**src/rtl/pattgen_pkg.sv**
```systemverilog
package pattgen_pkg;

  localparam int LANES      = 4;
  localparam int SYM_W      = 10;
  localparam int WORD_W     = LANES * SYM_W;
  localparam logic [15:0] LFSR_SEED = 16'hACE1;
  localparam logic [15:0] LFSR_MASK = 16'hB400;

  // Content of pattern word idx: 40 consecutive LFSR output bits, earliest in bit 0.
  function automatic logic [WORD_W-1:0] pat_word(input int idx);
    logic [15:0]       st;
    logic [WORD_W-1:0] w;
    logic              ob;
    st = LFSR_SEED;
    w  = '0;
    for (int k = 0; k <= idx; k++) begin
      for (int b = 0; b < WORD_W; b++) begin
        ob   = st[0];
        st   = st >> 1;
        if (ob) st = st ^ LFSR_MASK;
        w[b] = ob;
      end
    end
    return w;
  endfunction

endpackage

```
**src/rtl/lane_addr_ctr.sv**
```systemverilog
module lane_addr_ctr #(
  parameter int AW    = 5,
  parameter int DEPTH = 32
) (
  input  logic          clk_i,
  input  logic          rst_i,
  input  logic          en_i,
  output logic [AW-1:0] addr_o,
  output logic          last_o
);

  localparam logic [AW-1:0] LAST = AW'(DEPTH - 1);

  logic [AW-1:0] addr_q;

  assign last_o = (addr_q == LAST);
  assign addr_o = addr_q;

  always_ff @(posedge clk_i) begin
    if (rst_i)       addr_q <= '0;
    else if (en_i)   addr_q <= last_o ? '0 : addr_q + 1'b1;
  end

  // an enabled clock moves the shared address forward by exactly one, wrapping after LAST
  p_addr_step_r3: assert property (@(posedge clk_i) disable iff (rst_i)
    en_i |=> (addr_q == (($past(addr_q) == LAST) ? '0 : $past(addr_q) + 1'b1)));

  // a disabled clock leaves the address untouched
  p_addr_hold_r5: assert property (@(posedge clk_i) disable iff (rst_i)
    !en_i |=> $stable(addr_q));

endmodule

```
**src/rtl/pattern_rom.sv**
```systemverilog
module pattern_rom
  import pattgen_pkg::*;
#(
  parameter int AW    = 5,
  parameter int DEPTH = 32
) (
  input  logic              clk_i,
  input  logic              rst_i,
  input  logic              en_i,
  input  logic [AW-1:0]     addr_i,
  output logic [WORD_W-1:0] word_o
);

  logic [WORD_W-1:0] rom_w [DEPTH];
  logic [WORD_W-1:0] word_q;

  for (genvar g = 0; g < DEPTH; g++) begin : g_rom
    localparam logic [WORD_W-1:0] CONTENT = pat_word(g);
    assign rom_w[g] = CONTENT;
  end

  always_ff @(posedge clk_i) begin
    if (rst_i)     word_q <= '0;
    else if (en_i) word_q <= rom_w[addr_i];
  end

  assign word_o = word_q;

  // the registered word is frozen across any disabled clock
  p_word_hold_r5: assert property (@(posedge clk_i) disable iff (rst_i)
    !en_i |=> $stable(word_q));

endmodule

```
**src/rtl/lane_fanout.sv**
```systemverilog
module lane_fanout
  import pattgen_pkg::*;
(
  input  logic [WORD_W-1:0] word_i,
  output logic [SYM_W-1:0]  lane_o [LANES]
);

  for (genvar k = 0; k < LANES; k++) begin : g_lane
    assign lane_o[k] = word_i[k*SYM_W +: SYM_W];
  end

endmodule

```
**src/rtl/multilane_pattern_tx.sv**
```systemverilog
module multilane_pattern_tx
  import pattgen_pkg::*;
#(
  parameter int CYC_LOG = 8
) (
  input  logic             clk_i,
  input  logic             rst_i,
  input  logic             en_i,
  output logic [SYM_W-1:0] lane0_o,
  output logic [SYM_W-1:0] lane1_o,
  output logic [SYM_W-1:0] lane2_o,
  output logic [SYM_W-1:0] lane3_o,
  output logic             cycle_done_o
);

  localparam int DEPTH = 1 << (CYC_LOG - 3);
  localparam int AW    = (CYC_LOG > 3) ? (CYC_LOG - 3) : 1;

  if (CYC_LOG < 3) begin : g_bad_cfg
    $error("CYC_LOG must be at least 3");
  end

  logic [AW-1:0]     addr_w;
  logic              last_w;
  logic [WORD_W-1:0] word_w;
  logic [SYM_W-1:0]  lanes_w [LANES];
  logic              done_q;

  lane_addr_ctr #(.AW(AW), .DEPTH(DEPTH)) u_ctr (
    .clk_i (clk_i),
    .rst_i (rst_i),
    .en_i  (en_i),
    .addr_o(addr_w),
    .last_o(last_w)
  );

  pattern_rom #(.AW(AW), .DEPTH(DEPTH)) u_rom (
    .clk_i (clk_i),
    .rst_i (rst_i),
    .en_i  (en_i),
    .addr_i(addr_w),
    .word_o(word_w)
  );

  lane_fanout u_fan (
    .word_i(word_w),
    .lane_o(lanes_w)
  );

  // Registered alongside the ROM read so the strobe lines up with the last word.
  always_ff @(posedge clk_i) begin
    if (rst_i) done_q <= 1'b0;
    else       done_q <= en_i & last_w;
  end

  assign lane0_o      = lanes_w[0];
  assign lane1_o      = lanes_w[1];
  assign lane2_o      = lanes_w[2];
  assign lane3_o      = lanes_w[3];
  assign cycle_done_o = done_q;

  // the strobe coincides with the counter having just wrapped to word 0
  p_done_at_wrap_r4: assert property (@(posedge clk_i) disable iff (rst_i)
    cycle_done_o |-> (addr_w == '0));

  // the strobe is a single-clock pulse when a cycle holds more than one word
  if (DEPTH > 1) begin : g_pulse_chk
    p_done_single_r4: assert property (@(posedge clk_i) disable iff (rst_i)
      cycle_done_o |=> !cycle_done_o);
  end

  // pausing freezes every lane and silences the strobe
  p_idle_hold_r5: assert property (@(posedge clk_i) disable iff (rst_i)
    !en_i |=> ($stable({lane3_o, lane2_o, lane1_o, lane0_o}) && !cycle_done_o));

endmodule

```
**config.mk**
```make
export PLATFORM = sky130hd
export DESIGN_NAME = multilane_pattern_tx
export DESIGN_NICKNAME = d
export VERILOG_FILES = /design/src/rtl/pattgen_pkg.sv /design/src/rtl/lane_addr_ctr.sv /design/src/rtl/pattern_rom.sv /design/src/rtl/lane_fanout.sv /design/src/rtl/multilane_pattern_tx.sv
export SDC_FILE = /design/constraint.sdc
export NUM_CORES = 1
export LEC_CHECK = 0
export CORE_AREA = 2 2 97 99
export CTS_CLUSTER_SIZE = 16
export DETAILED_ROUTE_END_ITERATION = 10
export DIE_AREA = 0 0 99 101
export GPL_ROUTABILITY_DRIVEN = 1
export SYNTH_ARGS = -nofsm -noshare
export SYNTH_HDL_FRONTEND = slang
export SYNTH_SLANG_ARGS = --single-unit
export TNS_END_PERCENT = 30
```
**constraint.sdc**
```tcl
create_clock -name clk_i -period 2.3 [get_ports clk_i]
set_clock_uncertainty 0.2 [all_clocks]
set_input_delay 0.23 -clock clk_i [delete_from_list [all_inputs] [get_ports clk_i]]
set_output_delay 0.23 -clock clk_i [all_outputs]
set_load 0.05 [all_outputs]
```
# After elaboration in Yosys (flattened, before gate mapping)
# Memories as Yosys holds them, arrays and structs flattened. A register that Yosys moved wholly into a read port is not among the register bits.
# Cells that the tools add are included.
[classes]
addsub = 1
n_eq_ne = 1
mux = 1
n_bitwise = 2
[ops]
columns = ["cell", "count"]
rows = [
  ["5-bit NOT with 6-bit output", 1],
  ["5-bit by 1-bit adder with 5-bit output (second input constant)", 1],
  ["5-bit equality test (second input constant)", 1],
  ["5-bit two-way mux", 1],
  ["1-bit bitwise AND", 1],
]
[word_totals]
regBits = 6
rom_bits = 1280
inputBits = 3
out_inout_bits = 41
mem_count = 1
[memory_table]
columns = ["name", "words", "width", "rd", "rd_ports_with_merged_regs", "wr", "line", "rtl"]
rows = [
  ["(no name shown)", 32, 40, 1, 1, 0, "pattern_rom.sv:24", "else if (en_i) word_q <= rom_w[addr_i];"],
]

# Logic depth before layout (Yosys ltp)
# Gate-level depths: netlist of the first run.
[logic_depth]
word_depth = 2
ltp_mapped = 9
ltp_nobuf = 7

# Cells and area by module
# A second synthesis of the first run with hierarchy kept.
[unflattened]
hier_cells = 483
area_unflattened_um2 = 3736.1
[modules_own_cells]
columns = ["mod", "instances", "cells_per_inst", "area_each_um2", "seq_area_each_um2"]
rows = [
  ["pattern_rom", 1, 416, 3175.5, 800.8],
  ["lane_fanout", 1, 40, 300.3, 0.0],
  ["lane_addr_ctr", 1, 25, 231.5, 100.1],
  ["multilane_pattern_tx", 1, 2, 28.8, 20.0],
]

# Worst setup path before layout of the first run
# No wires, ideal clock.
[synth_path]
path_kind = "reg-to-reg"
start = "reg u_ctr.addr_q[0], in the netlist u_ctr.addr_o[0]"
end = "reg u_rom.word_q[6], in the netlist u_rom.word_o[6]"
setup_time_ns = 0.133
arrival_ns = 1.882
required_ns = 1.967
path_slack_ns = 0.085
stages_incl_launch_ff = 9
n_path_buf = 2
cell_sequence = "dfxtp_1 buf_4 inv_1 ha_1 buf_2 nor2_1 o31ai_1 a2111oi_0 nor3_1"
[synth_via]
elab_chain_cells = 1
[synth_lines]
columns = ["item", "line", "rtl"]
rows = [
  ["start: declaration", "lane_addr_ctr.sv:14", "logic [AW-1:0] addr_q;"],
  ["start signal: assignment", "lane_addr_ctr.sv:21", "else if (en_i) addr_q <= last_o ? '0 : addr_q + 1'b1;"],
  ["5-bit NOT with 6-bit output (implied by the code)", "pattern_rom.sv:24", ""],
  ["end: declaration", "pattern_rom.sv:15", "logic [WORD_W-1:0] word_q;"],
]
# No other way between the ends.
# A chain may end at the register's enable or synchronous reset.

# Worst setup path in the final report of the first run
[layout_path]
start = "reg u_ctr.addr_q[0], in the netlist u_ctr.addr_o[0]"
end = "reg u_rom.word_q[36], in the netlist u_rom.word_o[36]"
# The elaborated chain is that of the path after synthesis.

==> results by group, run 1 <==
Worst setup path
  • Worst-path fanout max: 26
  • Crit start category: flip-flop
  • Crit end category: flip-flop
  • Worst reg-to-reg setup slack: 0.08 ns
  • Worst EP required: 2.33 ns
  • Critical path type: flip-flop to flip-flop
  • Reg2reg end: u_rom.word_o[36]
  • Reg-to-reg critical path startpoint: u_ctr.addr_o[0]
  • Arr. time, crit path: 2.25 ns
  • R2R depth: 6

Placement
  • Dpl cells: 608
  • RePlAce Congestion: 0.965
  • DPL Wire Length: 9340 µm
  • Port Buffers: 43
  • DP Area: 4120 µm²

Global routing
  • GR Overflow Total: 0
  • Initial antenna violation count: 0
  • Vias in the first global route: 3563
  • Tot GR Track Use: 25.8%
  • Largest net degree at the start of global routing: 42
  • First-pass GRT wire length: 20300 µm

Synthesis
  • Sequential share of the synthesized area: 26.5%
  • Post-synth top area cell: dfxtp_1
  • Mean post-synth cell area: 7.55 µm²
  • Post-synth top area share: 26.5%
  • Syn_nets: 477
  • Synth cell types: 71
  • Cell area after synthesis: 3480 µm²
  • Number of enable flip-flop cells after synthesis: 0
  • #FFs+latches synth: 46
  • Synth warn: 0
  • Async S/R FF share, synth: 0%
  • Cells after synthesis: 461
  • Ranking of synthesized cells by area: dfxtp_1 26%, nor2_1 6.0%, a311oi_1 4.8%, ha_1 4.7%, a21oi_1 4.6%
  • Synth Flop Type: dfxtp_1

Clock network
  • Post-CTS sizing: 0
  • Root Driver: clkbuf_8
  • Clock Latency Late Sink: 0.31 ns
  • CTS max path bufs: 2
  • Sink Count: 46
  • # hold bufs at CTS: 0
  • Clock transition at path regs: 0.10 ns
  • CTS tree: built
  • Depth of the CTS H-tree: 2
  • CTS Buf Count: 5
  • # Post-CTS Setup Buffers: 0

Cells and area
  • Total Nets Final: 520
  • Area Overhead vs Synth: 21.1%
  • ANT cells: 0
  • Final Non-Filler Cells: 616
  • Layout cell share with drive strength beyond 1: 15.0%
  • Post-route cell area: 4210 µm²
  • Final-layout fill cell count: 892

Floorplan
  • Core Footprint: 8980 µm²
  • Die area: 10000 µm²
  • Num ports: 44
  • Die width: 99 µm
  • Die Y-Extent: 101 µm
  • Num rows: 35
  • Initial cell density of the core: 38.7%

Detailed routing
  • Wire length per cell: 20.8 µm
  • Top routing layer in use: met4
  • Met2 wire len: 5790 µm
  • TritonRoute pass-1 iters: 5
  • Met1 wire length: 5770 µm
  • Post-Route WL: 12800 µm
  • DR vias: 3789
  • Post-route ant nets: 0
  • Metal3 WL: 958 µm
  • Vias/cell: 6.15
  • DRC: 0
  • Initial DRC count: 445

Hold path
  • Min-delay src: en_i
  • Hold Crit Endpoint: u_rom.word_o[4]
  • Hold Crit Class: primary input to flip-flop
  • WHS Path Cells: 3

Power and ir drop
  • Net Sw Frac: 37.5%
  • Sw Pwr: 0.000802 W
  • Maximum VDD drop: 0.175 mV
  • Power per cell area: 508 nW/µm²
  • Pleak: 1.48 nW
  • Comb power frac: 33.0%
  • Flop pwr share: 41.2%
  • Clk pwr share: 25.8%
  • Int Pwr: 0.00134 W

STA
  • Final Cycle Share: 96.4%
  • FMAX: 451 MHz
  • Final hold vios: 0
  • RSZ-0062 raised after global routing: false
  • Max Slew Vio Count: 0
  • Setup-failing EPs final: 0
  • Total Neg Setup Slack: 0 ns
  • Worst-Margin Slew: 0.552 ns
  • Final min period: 2.22 ns
  • Max_slew headroom: 62.2%

Job
  • Max Cap Viol: 0

Outcome
  • Outcome: finished clean
layer usage:
metal / GRT usage [%] / up-vias
met5: 0 / -
li1: - / 1791
met1: 36.7 / 1760
met3: 2.91 / 35
met2: 40.1 / 203
met4: 9.59 / 0
how the worst max path moves through the flow:
stage / cells after the start / from / end
after global routing: 6 / u_ctr.addr_o[0] / u_rom.word_o[36]
after global placement: 6 / u_ctr.addr_o[0] / u_rom.word_o[36]
after CTS: 7 / u_ctr.addr_o[0] / u_ctr.addr_o[3]
after floorplan: 8 / u_ctr.addr_o[0] / u_rom.word_o[6]
after detailed placement: 7 / u_ctr.addr_o[0] / u_ctr.addr_o[3]
final: 6 / u_ctr.addr_o[0] / u_rom.word_o[36]
power by group through the flow:
stage | combinational, W | clock (W) | sequential, W
6_report | 0.000707 | 0.000552 | 0.000882
5_1_grt | 0.000748 | 0.000603 | 0.000891
4_1_cts | 0.000699 | 0.000570 | 0.000883
3_5_place_dp | 0.000698 | 0 | 0.000901
3_3_place_gp | 0.000700 | 0 | 0.000899
2_1_floorplan | 0.000274 | 0 | 0.00109
worst max-delay path, stage by stage (launching register included):
cell and delay, ns:
dfxtp_1 0.34, buf_4 0.30, ha_1 0.37, nand2b_1 0.15, and3_1 0.21, o32a_1 0.36
a211oi_2 0.21
placed cells by master, fill, tap and decap left out, types with 5 or more instances in the layout:
master           Yosys  layout
nor2_1              56      56
dfxtp_1             46      44
clkdlybuf4s50_1      0      42
nand2_1             38      38
buf_4                8      37
a21oi_1             32      32
o21ai_0             30      30
a311oi_1            19      19
nor3_1              14      14
nand3_1             14      14
ha_1                13      13
nand2b_1            12      12
nor2b_1              9       9
a211oi_1             9       9
inv_1                9       8
o211ai_1             8       8
a31oi_1              7       7
clkbuf_8             0       6
nor4_1               5       5
a221oi_1             5       5
mux2i_1              5       5
cell families after synthesis:
family                   after synthesis  synth area share (%)
AND/OR/NAND/NOR                      180                  25.6
flip-flops                            46                  26.5
adder cells (fa/ha/maj)               13                  4.68
AO/OA/AOI/OAI                        155                  31.4
buffers and inverters                 59                  9.42
multiplexers                           8                  2.41
sequential cells by signal, indices dropped and copies added (netlist names):
register	count
u_ctr.addr_o	5
cycle_done_o	1
u_rom.word_o	40
Yosys cell counts, drive strengths merged (9+ instances only):
cell / count
a211oi: 10
a21oi: 33
a311oi: 19
buf: 38
clkbuf: 10
dfxtp: 46
ha: 13
inv: 11
nand2: 40
nand2b: 14
nand3: 14
nor2: 57
nor2b: 10
nor3: 16
o211ai: 9
o21ai: 31
through the flow:
stage	power [W]	worst slack (ns)	util [%]	hold slack [ns]
2_1_floorplan	0.00136	0.0849	-	0.370
3_5_place_dp	0.00160	0.114	45.9	0.274
4_1_cts	0.00215	0.0872	46.9	0.132
6_report	0.00214	0.0818	46.9	0.136
5_1_grt	0.00224	0.00509	46.9	0.167
3_3_place_gp	0.00160	0.134	45.9	0.261
layout make-up:
type	instances	area, µm²	share of cell area, %
clock inverters	2	12.5	0.297
repair buffers	84	783	18.6
well taps	111	139	3.30
clock buffers	6	82.6	1.96
multi-input cells	356	2230	52.9
inverters	11	41.3	0.980
flip-flops and latches	46	923	21.9
No activity file was read; power rests on OpenSTA's default activity.
==> run 2, diff against run 1 <==
--- a/config.mk
+++ b/config.mk
@@ -5,10 +5,11 @@
 export SDC_FILE = /design/constraint.sdc
 export NUM_CORES = 1
 export LEC_CHECK = 0
-export CORE_AREA = 2 2 97 99
+export CORE_AREA = 5 5 100 102
 export CTS_CLUSTER_SIZE = 16
 export DETAILED_ROUTE_END_ITERATION = 10
-export DIE_AREA = 0 0 99 101
+export DIE_AREA = 0 0 105 107
+export DONT_BUFFER_PORTS = 1
 export GPL_ROUTABILITY_DRIVEN = 1
 export SYNTH_ARGS = -nofsm -noshare
 export SYNTH_HDL_FRONTEND = slang
==> results by group, run 2 (synthesis gave the netlist of run 1 again) <==
Cells and area
  • ANT cells: 0 (unchanged)
  • Total Nets Final: 481 (was 520)
  • Layout cell share with drive strength beyond 1: 16.3% (was 15.0%)
  • Post-route cell area: 3870 µm² (was 4210 µm²)
  • Commonest cells after routing, fill and taps aside: 56 x nor2_1, 44 x dfxtp_1, 38 x nand2_1 (was 56 x nor2_1, 44 x dfxtp_1, 42 x clkdlybuf4s50_1)
  • Area Overhead vs Synth: 11.2% (was 21.1%)
  • Most common cell after layout, fill and taps aside: nor2_1 (unchanged)
  • Final Core Density: 42.9% (was 46.9%)
  • Max reg flops: 40 (unchanged)

Worst setup path
  • Arr. time, crit path: 2.16 ns (was 2.25 ns)
  • R2R depth: 5 (was 6)
  • Slowest-stage cell, CP: dfxtp_2 (was ha_1)
  • Reg2reg end: u_rom.word_o[4] (was u_rom.word_o[36])
  • CP Launch Point: u_ctr.addr_o[3] (was u_ctr.addr_o[0])
  • Worst-path cell chain: buf_4 > nand2b_1 > o211ai_1 > a32oi_1 > a211oi_1 (was buf_4 > ha_1 > nand2b_1 > and3_1 > o32a_1 > a211oi_2)
  • Worst-path fanout max: 23 (was 26)
  • Worst reg-to-reg setup slack: 0.13 ns (was 0.08 ns)
  • CP max stage delay: 0.70 ns (was 0.37 ns)
  • Reg-to-reg critical path startpoint: u_ctr.addr_o[3] (was u_ctr.addr_o[0])
  • CP delay by family, top: flip-flops (was compound AO/OA/AOI/OAI gates)
  • Crit end category: flip-flop (unchanged)
  • Critical path type: flip-flop to flip-flop (unchanged)
  • Crit start category: flip-flop (unchanged)
  • Worst EP required: 2.29 ns (was 2.33 ns)
  • Crit path buffers/inverters: 1 (unchanged)

STA
  • Max Slew Vio Count: 0 (unchanged)
  • Max_slew headroom: 50.5% (was 62.2%)
  • Total Neg Setup Slack: 0 ns (unchanged)
  • Final hold vios: 0 (unchanged)
  • Final Cycle Share: 94.2% (was 96.4%)
  • Worst hold slack: 0.0175 ns (was 0.136 ns)
  • Final min period: 2.17 ns (was 2.22 ns)
  • Setup-failing EPs final: 0 (unchanged)
  • Worst-Margin Slew: 0.742 ns (was 0.552 ns)
  • RSZ-0062 raised after global routing: false (unchanged)
  • FMAX: 461 MHz (was 451 MHz)
  • Final WS setup: 0.133 ns (was 0.0818 ns)

Placement
  • RePlAce Congestion: 1.00 (was 0.965)
  • Placement Setup Slack: 0.190 ns (was 0.114 ns)
  • Port Buffers: 0 (was 43)
  • DPL Wire Length: 9120 µm (was 9340 µm)
  • DP Area: 3700 µm² (was 4120 µm²)

Clock network
  • Clock Latency Late Sink: 0.31 ns (about the same)
  • CTS max path bufs: 2 (unchanged)
  • CTS Buf Count: 5 (unchanged)
  • Sink Count: 46 (unchanged)
  • # Post-CTS Setup Buffers: 0 (unchanged)
  • Root Driver: clkbuf_8 (unchanged)
  • CTS tree: built (unchanged)
  • Depth of the CTS H-tree: 2 (unchanged)
  • Clock transition at path regs: 0.10 ns (about the same)

Detailed routing
  • DRC: 0 (unchanged)
  • DR vias: 3761 (was 3789)
  • Met1 wire length: 5400 µm (was 5770 µm)
  • Post-route ant nets: 0 (unchanged)
  • Top routing layer in use: met4 (unchanged)
  • Post-Route WL: 13200 µm (was 12800 µm)
  • Metal3 WL: 1330 µm (was 958 µm)
  • Initial DRC count: 527 (was 445)
  • Vias/cell: 6.52 (was 6.15)
  • Met2 wire len: 5960 µm (was 5790 µm)
  • Wire length per cell: 23.0 µm (was 20.8 µm)
  • TritonRoute pass-1 iters: 5 (unchanged)

Power and ir drop
  • Pleak: 1.36 nW (was 1.48 nW)
  • Maximum VDD drop: 0.258 mV (was 0.175 mV)
  • Power per cell area: 539 nW/µm² (was 508 nW/µm²)

Global routing
  • Largest net degree at the start of global routing: 56 (was 42)
  • First-pass GRT wire length: 21100 µm (was 20300 µm)
  • Tot GR Track Use: 23.4% (was 25.8%)
  • Vias in the first global route: 3621 (was 3563)
  • Initial antenna violation count: 0 (unchanged)
  • GR Overflow Total: 0 (unchanged)

Floorplan
  • Die width: 105 µm (was 99 µm)
  • Num rows: 35 (unchanged)
  • Core Footprint: 9020 µm² (was 8980 µm²)
  • Num ports: 44 (unchanged)
  • Die Y-Extent: 107 µm (was 101 µm)
  • Initial cell density of the core: 38.6% (was 38.7%)
  • Die area: 11200 µm² (was 10000 µm²)

Hold path
  • Hold Crit Endpoint: u_rom.word_o[36] (was u_rom.word_o[4])
  • WHS Path Cells: 2 (was 3)
  • Hold Crit Class: primary input to flip-flop (unchanged)
  • Min-delay src: rst_i (was en_i)

Outcome
  • Outcome: finished clean (unchanged)

Job
  • Max Cap Viol: 0 (unchanged)
run 2: timing repair:
item | in CTS | in global routing
hold buffers | 4 | 0
hold endpoints to repair | 44 | 0
gates resized for setup | 0 | 0
run 2: routing by layer:
layer,vias to the layer above,GRT usage [%]
li1,1711,-
met5,-,0
met1,1749,30.0
met3,46,5.78
met2,255,36.8
met4,0,10.9
run 2: stage by stage:
stage	cells	power (W)
CTS	577	0.00209
global placement	565	0.00149
floorplan	461	0.00136
global route	577	0.00217
detailed placement	565	0.00149
finish	577	0.00208
run 2: worst max-delay path by stage:
stage / cells past startpoint / slack [ns] / end
2_1_floorplan: 8 / 0.08 / u_rom.word_o[6]
3_5_place_dp: 6 / 0.19 / u_rom.word_o[6]
3_3_place_gp: 6 / 0.15 / u_rom.word_o[6]
4_1_cts: 6 / 0.17 / u_rom.word_o[6]
5_1_grt: 6 / 0.03 / u_rom.word_o[6]
6_report: 5 / 0.13 / u_rom.word_o[4]
run 2: power by group:
group	switching, W	internal [W]	leakage [nW]	total (W)
logic	0.000289	0.000177	0.935	0.000466
clock network	0.000320	0.000243	0.0472	0.000562
registers	0.000201	0.000853	0.382	0.00105
total	0.000810	0.00127	1.36	0.00208
run 2: worst reg2reg max path, delay by kind of cell (launching register included):
family                 cells  cell delay, ns
DFF                        1            0.70
AOI/OAI and AO/OA          3            0.68
buffers and inverters      1            0.28
and+or+nand+nor            1            0.19
run 2: cell type report:
class                   count  area [µm²]
clock inverters             2        12.5
clock buffers               6        82.6
flip-flops and latches     46         923
inverters                  11        41.3
well taps                 111         139
fillers                   938        5150
multi-input cells         356        2230
repair buffers             45         438
==> run 3, diff against run 2 <==
--- a/config.mk
+++ b/config.mk
@@ -11,6 +11,7 @@
 export DIE_AREA = 0 0 105 107
 export DONT_BUFFER_PORTS = 1
 export GPL_ROUTABILITY_DRIVEN = 1
+export SKIP_CTS_REPAIR_TIMING = 1
 export SYNTH_ARGS = -nofsm -noshare
 export SYNTH_HDL_FRONTEND = slang
 export SYNTH_SLANG_ARGS = --single-unit
==> results by group, run 3 (synthesis gave the netlist of run 1 again) <==
Floorplan
  • Initial cell density of the core: 38.6% (unchanged)
  • Num rows: 35 (unchanged)
  • Core Footprint: 9020 µm² (unchanged)
  • Die Y-Extent: 107 µm (unchanged)
  • Die width: 105 µm (unchanged)
  • Num ports: 44 (unchanged)
  • Die area: 11200 µm² (unchanged)

Cells and area
  • Most common cell after layout, fill and taps aside: nor2_1 (unchanged)
  • Final-layout fill cell count: 939 (was 938)
  • Total Nets Final: 481 (unchanged)
  • Commonest cells after routing, fill and taps aside: 56 x nor2_1, 44 x dfxtp_1, 38 x nand2_1 (unchanged)
  • Post-route cell area: 3870 µm² (unchanged)
  • Max reg flops: 40 (unchanged)
  • FF+latch area: 923 µm² (unchanged)
  • Area Overhead vs Synth: 11.2% (unchanged)
  • Multi-input gate area: 2230 µm² (unchanged)
  • Layout cell share with drive strength beyond 1: 16.3% (unchanged)
  • ANT cells: 0 (unchanged)
  • Final Non-Filler Cells: 577 (unchanged)

Global routing
  • GR Overflow Total: 0 (unchanged)
  • Tot GR Track Use: 22.9% (was 23.4%)
  • Largest net degree at the start of global routing: 62 (was 56)
  • Vias in the first global route: 3585 (was 3621)
  • Initial antenna violation count: 0 (unchanged)
  • First-pass GRT wire length: 20700 µm (was 21100 µm)

Placement
  • RePlAce Congestion: 1.00 (unchanged)
  • Dpl cells: 565 (unchanged)
  • DP Area: 3700 µm² (unchanged)
  • DPL Wire Length: 9120 µm (unchanged)
  • Port Buffers: 0 (unchanged)

Clock network
  • Clock transition at path regs: 0.10 ns (about the same)
  • Sink Count: 46 (unchanged)
  • CTS tree: built (unchanged)
  • Depth of the CTS H-tree: 2 (unchanged)
  • Root Driver: clkbuf_8 (unchanged)
  • CTS Buf Count: 5 (unchanged)
  • CTS max path bufs: 2 (unchanged)
  • Clock Latency Late Sink: 0.31 ns (about the same)

STA
  • Worst-Margin Slew: 0.753 ns (was 0.742 ns)
  • Final hold vios: 1 (was 0)
  • Max_slew headroom: 49.7% (was 50.5%)
  • RSZ-0062 raised after global routing: false (unchanged)
  • Final Cycle Share: 93.9% (was 94.2%)
  • Total Neg Setup Slack: 0 ns (unchanged)
  • Final min period: 2.16 ns (was 2.17 ns)
  • Setup-failing EPs final: 0 (unchanged)
  • Worst hold slack: -0.00257 ns (was 0.0175 ns)
  • Max Slew Vio Count: 0 (unchanged)
  • FMAX: 463 MHz (was 461 MHz)

Worst setup path
  • Arr. time, crit path: 2.15 ns (was 2.16 ns)
  • Crit path buffers/inverters: 1 (unchanged)
  • CP max stage delay: 0.71 ns (was 0.70 ns)
  • CP Launch Point: u_ctr.addr_o[3] (unchanged)
  • Crit end category: flip-flop (unchanged)
  • Slowest-stage cell, CP: dfxtp_2 (unchanged)
  • Worst EP required: 2.29 ns (about the same)
  • Critical path type: flip-flop to flip-flop (unchanged)
  • Crit start category: flip-flop (unchanged)
  • Worst Setup EP: u_rom.word_o[4] (unchanged)
  • Critical path depth in cells: 5 (unchanged)
  • Reg-to-reg critical path startpoint: u_ctr.addr_o[3] (unchanged)
  • CP delay by family, top: flip-flops (unchanged)
  • Worst reg-to-reg setup slack: 0.14 ns (was 0.13 ns)
  • Reg2reg end: u_rom.word_o[4] (unchanged)
  • R2R depth: 5 (unchanged)
  • Worst-path cell chain: buf_4 > nand2b_1 > o211ai_1 > a32oi_1 > a211oi_1 (unchanged)
  • Worst-path fanout max: 23 (unchanged)

Power and ir drop
  • Tot Pwr: 0.00208 W (about the same)
  • Pleak: 1.36 nW (unchanged)
  • Power per cell area: 539 nW/µm² (about the same)
  • Maximum VDD drop: 0.258 mV (about the same)

Detailed routing
  • Wire length per cell: 23.0 µm (about the same)
  • DR vias: 3730 (was 3761)
  • Met2 wire len: 5920 µm (was 5960 µm)
  • Metal3 WL: 1240 µm (was 1330 µm)
  • Initial DRC count: 521 (was 527)
  • Met1 wire length: 5530 µm (was 5400 µm)
  • Top routing layer in use: met4 (unchanged)
  • DRC: 0 (unchanged)
  • Vias/cell: 6.46 (was 6.52)
  • TritonRoute pass-1 iters: 6 (was 5)
  • Post-route ant nets: 0 (unchanged)
  • Post-Route WL: 13300 µm (was 13200 µm)

Outcome
  • Outcome: complete, but fails checks (was finished clean)
  • Failing checks: negative hold slack

Hold path
  • Hold Crit Class: primary input to flip-flop (unchanged)

Job
  • Max Cap Viol: 0 (unchanged)
-- run 3: worst min path at each step --
stage / startpoint / end / slack (ns) / cells after the start
finish: en_i / u_rom.word_o[34] / -0.003 / 2
global route: en_i / u_rom.word_o[34] / 0.007 / 2
CTS: rst_i / u_rom.word_o[36] / -0.23 / 1
detailed placement: rst_i / u_rom.word_o[36] / 0.10 / 1
global placement: rst_i / u_rom.word_o[36] / 0.10 / 1
floorplan: en_i / cycle_done_o / 0.37 / 3
-- run 3: layout make-up --
cell class / count / area share [%]
well taps: 111 / 3.59
inverters: 11 / 1.07
multi-input cells: 356 / 57.7
clock inverters: 2 / 0.324
flip-flops and latches: 46 / 23.9
clock buffers: 6 / 2.14
repair buffers: 45 / 11.3
-- run 3: worst register-to-register path: cells and delay by family, from the launching register on --
family | cells | cell delay [ns]
flip-flops | 1 | 0.71
AO/OA/AOI/OAI | 3 | 0.67
buffers and inverters | 1 | 0.28
AND/OR/NAND/NOR | 1 | 0.19
-- run 3: routing by layer --
| metal | up-vias | GRT usage, % |
|---|---|---|
| li1 | 1710 | - |
| met1 | 1721 | 30.0 |
| met2 | 249 | 35.7 |
| met3 | 50 | 4.82 |
| met4 | 0 | 10.6 |
| met5 | - | 0 |
-- run 3: per-stage QoR --
stage / worst slack [ns] / utilization [%]
floorplan: 0.0849 / -
global placement: 0.151 / 41.1
detailed placement: 0.190 / 41.1
CTS: 0.174 / 42.1
global route: 0.0264 / 42.9
finish: 0.140 / 42.9
-- run 3: where the power goes --
group	switching (W)	leakage (nW)	total [W]	internal [W]
logic	0.000289	0.935	0.000466	0.000177
registers	0.000201	0.382	0.00105	0.000853
clock network	0.000320	0.0472	0.000563	0.000243
